[src/rtl/ccr_pkg.sv]
package ccr_pkg;
  localparam int DATA_W = 8;
  localparam int PTR_W  = 2;
  localparam int ADDR_W = 2;

  localparam logic [ADDR_W-1:0] ADDR_MAIN   = 2'd0;
  localparam logic [ADDR_W-1:0] ADDR_MODE   = 2'd1;
  localparam logic [ADDR_W-1:0] ADDR_OFFSET = 2'd2;
  localparam logic [ADDR_W-1:0] ADDR_GAIN   = 2'd3;

  typedef enum logic [1:0] {
    CLAMP_LINE  = 2'd0,
    CLAMP_PIXEL = 2'd1,
    CLAMP_NONE  = 2'd2,
    CLAMP_RSVD  = 2'd3
  } clamp_e;

  typedef struct packed {
    clamp_e clamp;
    logic   zero5;
    logic   span_ext;
    logic   span_2v;
    logic   span_4v;
    logic   single;
    logic   cds;
  } mode_t;
endpackage

[src/rtl/ccr_host_regs.sv]
module ccr_host_regs
  import ccr_pkg::*;
(
  input  logic                 clk_i,
  input  logic                 rst_ni,
  input  logic [ADDR_W-1:0]    addr_i,
  input  logic                 wr_i,
  input  logic [DATA_W-1:0]    wdata_i,
  output logic [DATA_W-1:0]    main_o,
  output mode_t                mode_o,
  output logic [PTR_W-1:0]     lat_ptr_o
);
  logic [DATA_W-1:0] main_q;
  mode_t             mode_q;
  logic [PTR_W-1:0]  lat_q;
  logic              we_main, we_mode;

  assign we_main = wr_i && (addr_i == ADDR_MAIN);
  assign we_mode = wr_i && (addr_i == ADDR_MODE);

  always_ff @(posedge clk_i or negedge rst_ni) begin
    if (!rst_ni) begin
      main_q <= '0;
      mode_q <= '0;
      lat_q  <= '0;
    end else begin
      if (we_main) main_q <= wdata_i;
      if (we_mode) begin
        mode_q       <= mode_t'(wdata_i);
        mode_q.zero5 <= 1'b0;  // reserved bit forced low
        lat_q        <= main_q[DATA_W-1 -: PTR_W];
      end
    end
  end

  assign main_o    = main_q;
  assign mode_o    = mode_q;
  assign lat_ptr_o = lat_q;

  assert_mode_bit5_zero_R7: assert property (@(posedge clk_i) disable iff (!rst_ni)
    we_mode |=> (mode_o.zero5 == 1'b0));
  assert_lat_hold_R6: assert property (@(posedge clk_i) disable iff (!rst_ni)
    !we_mode |=> $stable(lat_ptr_o));
  assert_main_hold_R1: assert property (@(posedge clk_i) disable iff (!rst_ni)
    !we_main |=> $stable(main_o));
endmodule

[src/rtl/ccr_color_bank.sv]
module ccr_color_bank
  import ccr_pkg::*;
#(
  parameter int NUM_COLORS = 3,
  parameter int GAIN_W     = 4
) (
  input  logic                           clk_i,
  input  logic                           rst_ni,
  input  logic                           we_off_i,
  input  logic                           we_gain_i,
  input  logic [PTR_W-1:0]               ptr_i,
  input  logic [DATA_W-1:0]              wdata_i,
  output logic [NUM_COLORS*DATA_W-1:0]   offset_o,
  output logic [NUM_COLORS*GAIN_W-1:0]   gain_o,
  output logic [DATA_W-1:0]              rd_off_o,
  output logic [GAIN_W-1:0]              rd_gain_o
);
  logic [DATA_W-1:0] off_q  [NUM_COLORS];
  logic [GAIN_W-1:0] gain_q [NUM_COLORS];

  for (genvar c = 0; c < NUM_COLORS; c++) begin : g_color
    logic sel;
    assign sel = (ptr_i == PTR_W'(c));

    always_ff @(posedge clk_i or negedge rst_ni) begin
      if (!rst_ni) begin
        off_q[c]  <= '0;
        gain_q[c] <= '0;
      end else begin
        if (we_off_i && sel)  off_q[c]  <= wdata_i;
        if (we_gain_i && sel) gain_q[c] <= wdata_i[GAIN_W-1:0];
      end
    end

    assign offset_o[c*DATA_W +: DATA_W] = off_q[c];
    assign gain_o[c*GAIN_W +: GAIN_W]   = gain_q[c];

    assert_off_isolate_R2: assert property (@(posedge clk_i) disable iff (!rst_ni)
      (we_off_i && (ptr_i != PTR_W'(c))) |=> $stable(offset_o[c*DATA_W +: DATA_W]));
    assert_gain_isolate_R3: assert property (@(posedge clk_i) disable iff (!rst_ni)
      (we_gain_i && (ptr_i != PTR_W'(c))) |=> $stable(gain_o[c*GAIN_W +: GAIN_W]));
    assert_rsvd_ptr_drop_R4: assert property (@(posedge clk_i) disable iff (!rst_ni)
      ((we_off_i || we_gain_i) && (ptr_i == '1)) |=>
        ($stable(offset_o[c*DATA_W +: DATA_W]) && $stable(gain_o[c*GAIN_W +: GAIN_W])));
  end

  always_comb begin
    rd_off_o  = '0;  // reserved pointer reads zero
    rd_gain_o = '0;
    for (int c = 0; c < NUM_COLORS; c++) begin
      if (ptr_i == PTR_W'(c)) begin
        rd_off_o  = off_q[c];
        rd_gain_o = gain_q[c];
      end
    end
  end
endmodule

[src/rtl/ccr_mode_decode.sv]
module ccr_mode_decode
  import ccr_pkg::*;
#(
  parameter int NUM_COLORS = 3
) (
  input  logic                  clk_i,
  input  logic                  rst_ni,
  input  mode_t                 mode_i,
  input  logic [PTR_W-1:0]      lat_ptr_i,
  output logic                  cds_en_o,
  output logic [NUM_COLORS-1:0] chan_en_o,
  output logic [2:0]            span_sel_o,
  output clamp_e                clamp_o
);
  assign cds_en_o   = mode_i.cds;
  assign span_sel_o = {mode_i.span_ext, mode_i.span_2v, mode_i.span_4v};
  assign clamp_o    = mode_i.clamp;

  for (genvar c = 0; c < NUM_COLORS; c++) begin : g_chan
    assign chan_en_o[c] = !mode_i.single || (lat_ptr_i == PTR_W'(c));
  end

  assert_chan_shape_R6: assert property (@(posedge clk_i) disable iff (!rst_ni)
    mode_i.single ? $onehot0(chan_en_o) : ($countones(chan_en_o) == NUM_COLORS));
endmodule

[src/rtl/ccr_clamp_gate.sv]
module ccr_clamp_gate
  import ccr_pkg::*;
(
  input  logic   clk_i,
  input  logic   rst_ni,
  input  clamp_e clamp_i,
  input  logic   samp_clk_i,
  input  logic   sol_i,
  output logic   clamp_sw_o
);
  always_comb begin
    unique case (clamp_i)
      CLAMP_LINE:  clamp_sw_o = samp_clk_i && !sol_i;
      CLAMP_PIXEL: clamp_sw_o = samp_clk_i;
      default:     clamp_sw_o = 1'b0;  // none and reserved
    endcase
  end

  assert_no_clamp_open_R9: assert property (@(posedge clk_i) disable iff (!rst_ni)
    (clamp_i == CLAMP_NONE || clamp_i == CLAMP_RSVD) |-> !clamp_sw_o);
  assert_line_sol_block_R8: assert property (@(posedge clk_i) disable iff (!rst_ni)
    (clamp_i == CLAMP_LINE && sol_i) |-> !clamp_sw_o);
endmodule

[src/rtl/color_cfg_bank.sv]
module color_cfg_bank
  import ccr_pkg::*;
#(
  parameter int NUM_COLORS = 3,
  parameter int GAIN_W     = 4
) (
  input  logic                          clk_i,
  input  logic                          rst_ni,
  input  logic [ADDR_W-1:0]             addr_i,
  input  logic                          wr_i,
  input  logic [DATA_W-1:0]             wdata_i,
  output logic [DATA_W-1:0]             rdata_o,
  input  logic                          samp_clk_i,
  input  logic                          sol_i,
  output logic                          cds_en_o,
  output logic [NUM_COLORS-1:0]         chan_en_o,
  output logic [2:0]                    span_sel_o,
  output logic                          clamp_sw_o,
  output logic [NUM_COLORS*DATA_W-1:0]  offset_o,
  output logic [NUM_COLORS*GAIN_W-1:0]  gain_o
);
  logic [DATA_W-1:0] main_q;
  mode_t             mode_q;
  logic [PTR_W-1:0]  lat_ptr, ptr;
  logic [DATA_W-1:0] rd_off;
  logic [GAIN_W-1:0] rd_gain;
  clamp_e            clamp;

  assign ptr = main_q[DATA_W-1 -: PTR_W];

  ccr_host_regs i_host_regs (
    .clk_i, .rst_ni, .addr_i, .wr_i, .wdata_i,
    .main_o(main_q), .mode_o(mode_q), .lat_ptr_o(lat_ptr)
  );

  ccr_color_bank #(.NUM_COLORS(NUM_COLORS), .GAIN_W(GAIN_W)) i_color_bank (
    .clk_i, .rst_ni,
    .we_off_i (wr_i && (addr_i == ADDR_OFFSET)),
    .we_gain_i(wr_i && (addr_i == ADDR_GAIN)),
    .ptr_i    (ptr),
    .wdata_i,
    .offset_o, .gain_o,
    .rd_off_o (rd_off),
    .rd_gain_o(rd_gain)
  );

  ccr_mode_decode #(.NUM_COLORS(NUM_COLORS)) i_mode_decode (
    .clk_i, .rst_ni,
    .mode_i(mode_q), .lat_ptr_i(lat_ptr),
    .cds_en_o, .chan_en_o, .span_sel_o,
    .clamp_o(clamp)
  );

  ccr_clamp_gate i_clamp_gate (
    .clk_i, .rst_ni,
    .clamp_i(clamp), .samp_clk_i, .sol_i, .clamp_sw_o
  );

  always_comb begin
    unique case (addr_i)
      ADDR_MAIN:   rdata_o = main_q;
      ADDR_MODE:   rdata_o = mode_q;
      ADDR_OFFSET: rdata_o = rd_off;
      default:     rdata_o = DATA_W'(rd_gain);
    endcase
  end

  assert_gain_rd_upper_zero_R3: assert property (@(posedge clk_i) disable iff (!rst_ni)
    (addr_i == ADDR_GAIN) |-> (rdata_o[DATA_W-1:GAIN_W] == '0));
  assert_cds_follow_R5: assert property (@(posedge clk_i) disable iff (!rst_ni)
    (wr_i && addr_i == ADDR_MODE) |=> (cds_en_o == $past(wdata_i[0])));
  assert_span_follow_R7: assert property (@(posedge clk_i) disable iff (!rst_ni)
    (wr_i && addr_i == ADDR_MODE) |=> (span_sel_o == $past(wdata_i[4:2])));
endmodule

[config.mk]
export PLATFORM = sky130hd
export DESIGN_NAME = color_cfg_bank
export DESIGN_NICKNAME = d
export VERILOG_FILES = /design/src/rtl/ccr_pkg.sv /design/src/rtl/ccr_host_regs.sv /design/src/rtl/ccr_color_bank.sv /design/src/rtl/ccr_mode_decode.sv /design/src/rtl/ccr_clamp_gate.sv /design/src/rtl/color_cfg_bank.sv
export SDC_FILE = /design/constraint.sdc
export NUM_CORES = 1
export LEC_CHECK = 0
export ABC_CLOCK_PERIOD_IN_PS = 4400
export BUFFER_PORTS_ARGS = -buffer_cell sky130_fd_sc_hd__buf_2
export CORE_MARGIN = 2
export CORE_UTILIZATION = 40
export DETAILED_ROUTE_END_ITERATION = 7
export MAX_ROUTING_LAYER = met4
export PLACE_DENSITY = 0.69
export SYNTH_ARGS = -nofsm -noshare
export SYNTH_HDL_FRONTEND = slang
export SYNTH_SLANG_ARGS = --single-unit
[constraint.sdc]
create_clock -name clk_i -period 4.4 [get_ports clk_i]
set_input_delay 0.88 -clock clk_i [delete_from_list [all_inputs] [get_ports clk_i]]
set_output_delay 0.88 -clock clk_i [all_outputs]
set_load 0.03 [all_outputs]
==> summary.md <==
| Metric | Value |
|---|---|
| Outcome | complete, no violations |
| Die Ht | 85.3 um |
| Predominant post-synthesis flop cell | dfrtp_1 |
| Crit path kind | reg2out |
| Flop-to-flop setup slack | 1.96 ns |
| Seq pwr share | 40.5% |
| Post-synthesis sequential area ratio | 50.1% |
| CTS clk-pin slew, worst paths | 0.09 ns |
| Rows | 29 |
| Port Buf Inserts | 66 |
| Placed cells | 339 |
| Fmax achieved | 319 MHz |
| Logic pwr share | 42.0% |
| Cells along the critical path | nor2b_4, a21oi_1, a211oi_1, buf_2 |
| Fillcell total | 603 |
| CTS tree | yes |
| Cell variety after synth | 28 |
| Placed Area | 2980 um^2 |
| Detailed placement HPWL | 4200 um |
| Grt ovf | 0 |
| Largest net degree at the start of global routing | 40 |
| #FFs+latches synth | 53 |
| Yosys warns | 0 |
| Fin cells | 347 |
| CTS Hold Bufs | 0 |
| Stages on the worst setup path | 4 |
| Initial Util | 41.4% |
| Clock Power Share | 17.5% |
| Wire per inst | 17.5 um |
| Number of buffers and inverters on the critical path | 1 |
| Final period demand of the worst path | 3.13 ns |
| Crit-path max FO | 25 |
| Family with the most delay on the worst path | flip-flops |
| CTS Buf Count | 5 |
| Antenna diodes | 0 |
| Die Width | 85.3 um |
| Synth async-reset ratio | 100% |
| Clk Latency, worst-skew pair | 0.30 ns |
| # IOs | 67 |
| 1st-iter DRT viols | 52 |
| Post-CTS resize count | 0 |
| First-pass GRT wire length | 9760 um |
| Max clock buf depth | 2 |
| Initial antenna violation count | 0 |
| Vias per inst | 5.24 |
| VDD IR max | 0.318 mV |
| Worst Setup SP | i_host_regs.main_o[6] |
| GP Congestion | 0.872 |
| Post-Syn Instances | 209 |
| Core area | 6390 um^2 |
| Final Skew | 0.00574 ns |
| Clk sink count | 53 |
| Final wirelength | 6080 um |
| Slowest stage cell, crit path | dfrtp_1 |
| Slew HR | 38.3% |
| Crit start category | flip-flop |
| Vias in the first global route | 1,846 |
| Pleak | 1.44 nW |
| Final Slew Violations | 0 |
| P_sw | 0.808 mW |
| DRC | 0 |
| Gr usage total | 17.9% |
| Max-cap violations | 0 |
| R2R cell count | 3 |
| Via count | 1,819 |
| Worst Setup End Kind | primary output |
| Setup tns final | 0 ns |
| Delay of the slowest cell on the worst path | 0.95 ns |
| NumNets Final | 284 |
| Setup bufs post-CTS | 0 |
| Final Cycle Share | 71.2% |
| Clock Root Buffer | clkbuf_8 |
| WP data required | 3.52 ns |
| Final-report hold violation count | 0 |
| 1st-pass router iterations | 4 |
| FF-to-FF End | i_color_bank.offset_o[8] |
| Final setup violation count | 0 |
| Syn Nets | 224 |
| Switching part of the total | 41.3% |
| Syn Std Cell Area | 2650 um^2 |
| Mapped Avg Cell Area | 12.7 um^2 |
| Arr. time, crit path | 2.25 ns |
| H-tree level count | 2 |
| Power Dens Cells | 631 nW/um^2 |
| Start of the worst register-to-register path | i_host_regs.main_o[6] |
| RSZ-0062 raised after global routing | no |
| Worst slew pin tran | 0.926 ns |
| Cell Int Power | 1.15 mW |
| Layout cell share with drive strength beyond 1 | 49.6% |
| Die Area | 7280 um^2 |
| Post-route cell area | 3100 um^2 |
| Min-Delay Path Class | in2async |
| Post-synth EDFFs | 0 |
| Synth-to-layout area growth | 17.2% |
| Post-detailed-route count of antenna-violating nets | 0 |
[cell usage after synthesis, drive strengths merged (3+ instances only)]
cell / instances / area (um^2)
nor2b: 5 / 41.3
mux2: 52 / 642
nor3b: 4 / 46.3
dfrtp: 53 / 1330
nor2: 9 / 48.8
o21ai: 18 / 90.1
nand2: 16 / 62.6
mux2i: 12 / 120
a31oi: 4 / 25.0
nand3b: 7 / 56.3
a211oi: 5 / 37.5
buf: 12 / 87.6
inv: 3 / 11.3
[cell families (layout without fill, tap and decap cells)]
kind of cell	count (synthesis)	after routing	synth area share [%]
AOI/OAI and AO/OA	31	31	6.72
buffers and inverters	17	78	4.02
muxes	64	64	28.8
and+or+nand+nor	44	44	10.3
DFF	53	53	50.1
[stage by stage]
step | util [%] | setup WS, ns | hold WS, ns | total power [mW]
floorplan | - | 1.48 | 0.475 | 1.39
global placement | 46.7 | 1.48 | 0.485 | 1.62
detailed placement | 46.7 | 1.44 | 0.492 | 1.63
CTS | 48.6 | 1.23 | 0.472 | 1.98
global route | 48.6 | 1.12 | 0.463 | 2.07
finish | 48.6 | 1.27 | 0.462 | 1.96
[per-layer routing]
metal	vias to the layer above	wire length [um]	GRT usage, %
met4	0	51	4.76
met5	-	0	-
met1	896	2790	23.3
li1	869	-	-
met2	50	2940	28.8
met3	4	300	3.70
[power groups by stage]
stage,clock network [mW],registers [mW],logic [mW]
after global placement,0,0.797,0.819
after global routing,0.380,0.821,0.873
after floorplan,0,1.01,0.381
after CTS,0.350,0.795,0.832
final,0.342,0.793,0.822
after detailed placement,0,0.802,0.830
[cell usage in the layout (no fill, tap or decap)]
cell        n
nor2b_4     1
clkbuf_8    6
nand3b_2    1
mux2i_1    12
o211ai_1    2
dfrtp_1    53
o21ai_0    18
nor2b_1     3
nand2_1    15
nor2_1      7
bufinv_16   1
nor3b_1     2
and3_1      2
mux2_2     37
a21oi_1     2
buf_2      66
nor3b_2     1
nor2_4      2
nor2b_2     1
a211oi_1    5
inv_1       3
clkbuf_1    1
nand2_2     1
mux2_4     15
a31oi_1     4
buf_4       1
nand3_1     1
nor3b_4     1
nand3b_1    6
[worst max-delay path by stage]
stage                 end  slack (ns)
6_report       rdata_o[5]        1.27
5_1_grt        rdata_o[5]        1.12
4_1_cts        rdata_o[5]        1.23
3_5_place_dp   rdata_o[2]        1.44
3_3_place_gp   rdata_o[2]        1.48
2_1_floorplan  rdata_o[5]        1.48
[flip-flops by register name (all words and copies together), names as in the netlist]
register               count
i_color_bank.offset_o     24
i_host_regs.main_o         8
i_host_regs.lat_ptr_o      2
i_host_regs.mode_o         7
i_color_bank.gain_o       12
[cell type report]
| type | count | area, um^2 | area share [%] |
|---|---|---|---|
| clock buffer | 7 | 86.3 | 2.78 |
| clock inverter | 1 | 30.0 | 0.969 |
| inverter | 3 | 11.3 | 0.363 |
| multi-input combinational | 139 | 1210 | 39.1 |
| sequential | 53 | 1330 | 42.8 |
| tap | 77 | 96.3 | 3.11 |
| timing repair buffer | 67 | 338 | 10.9 |
(Power assumes the default switching activity.)
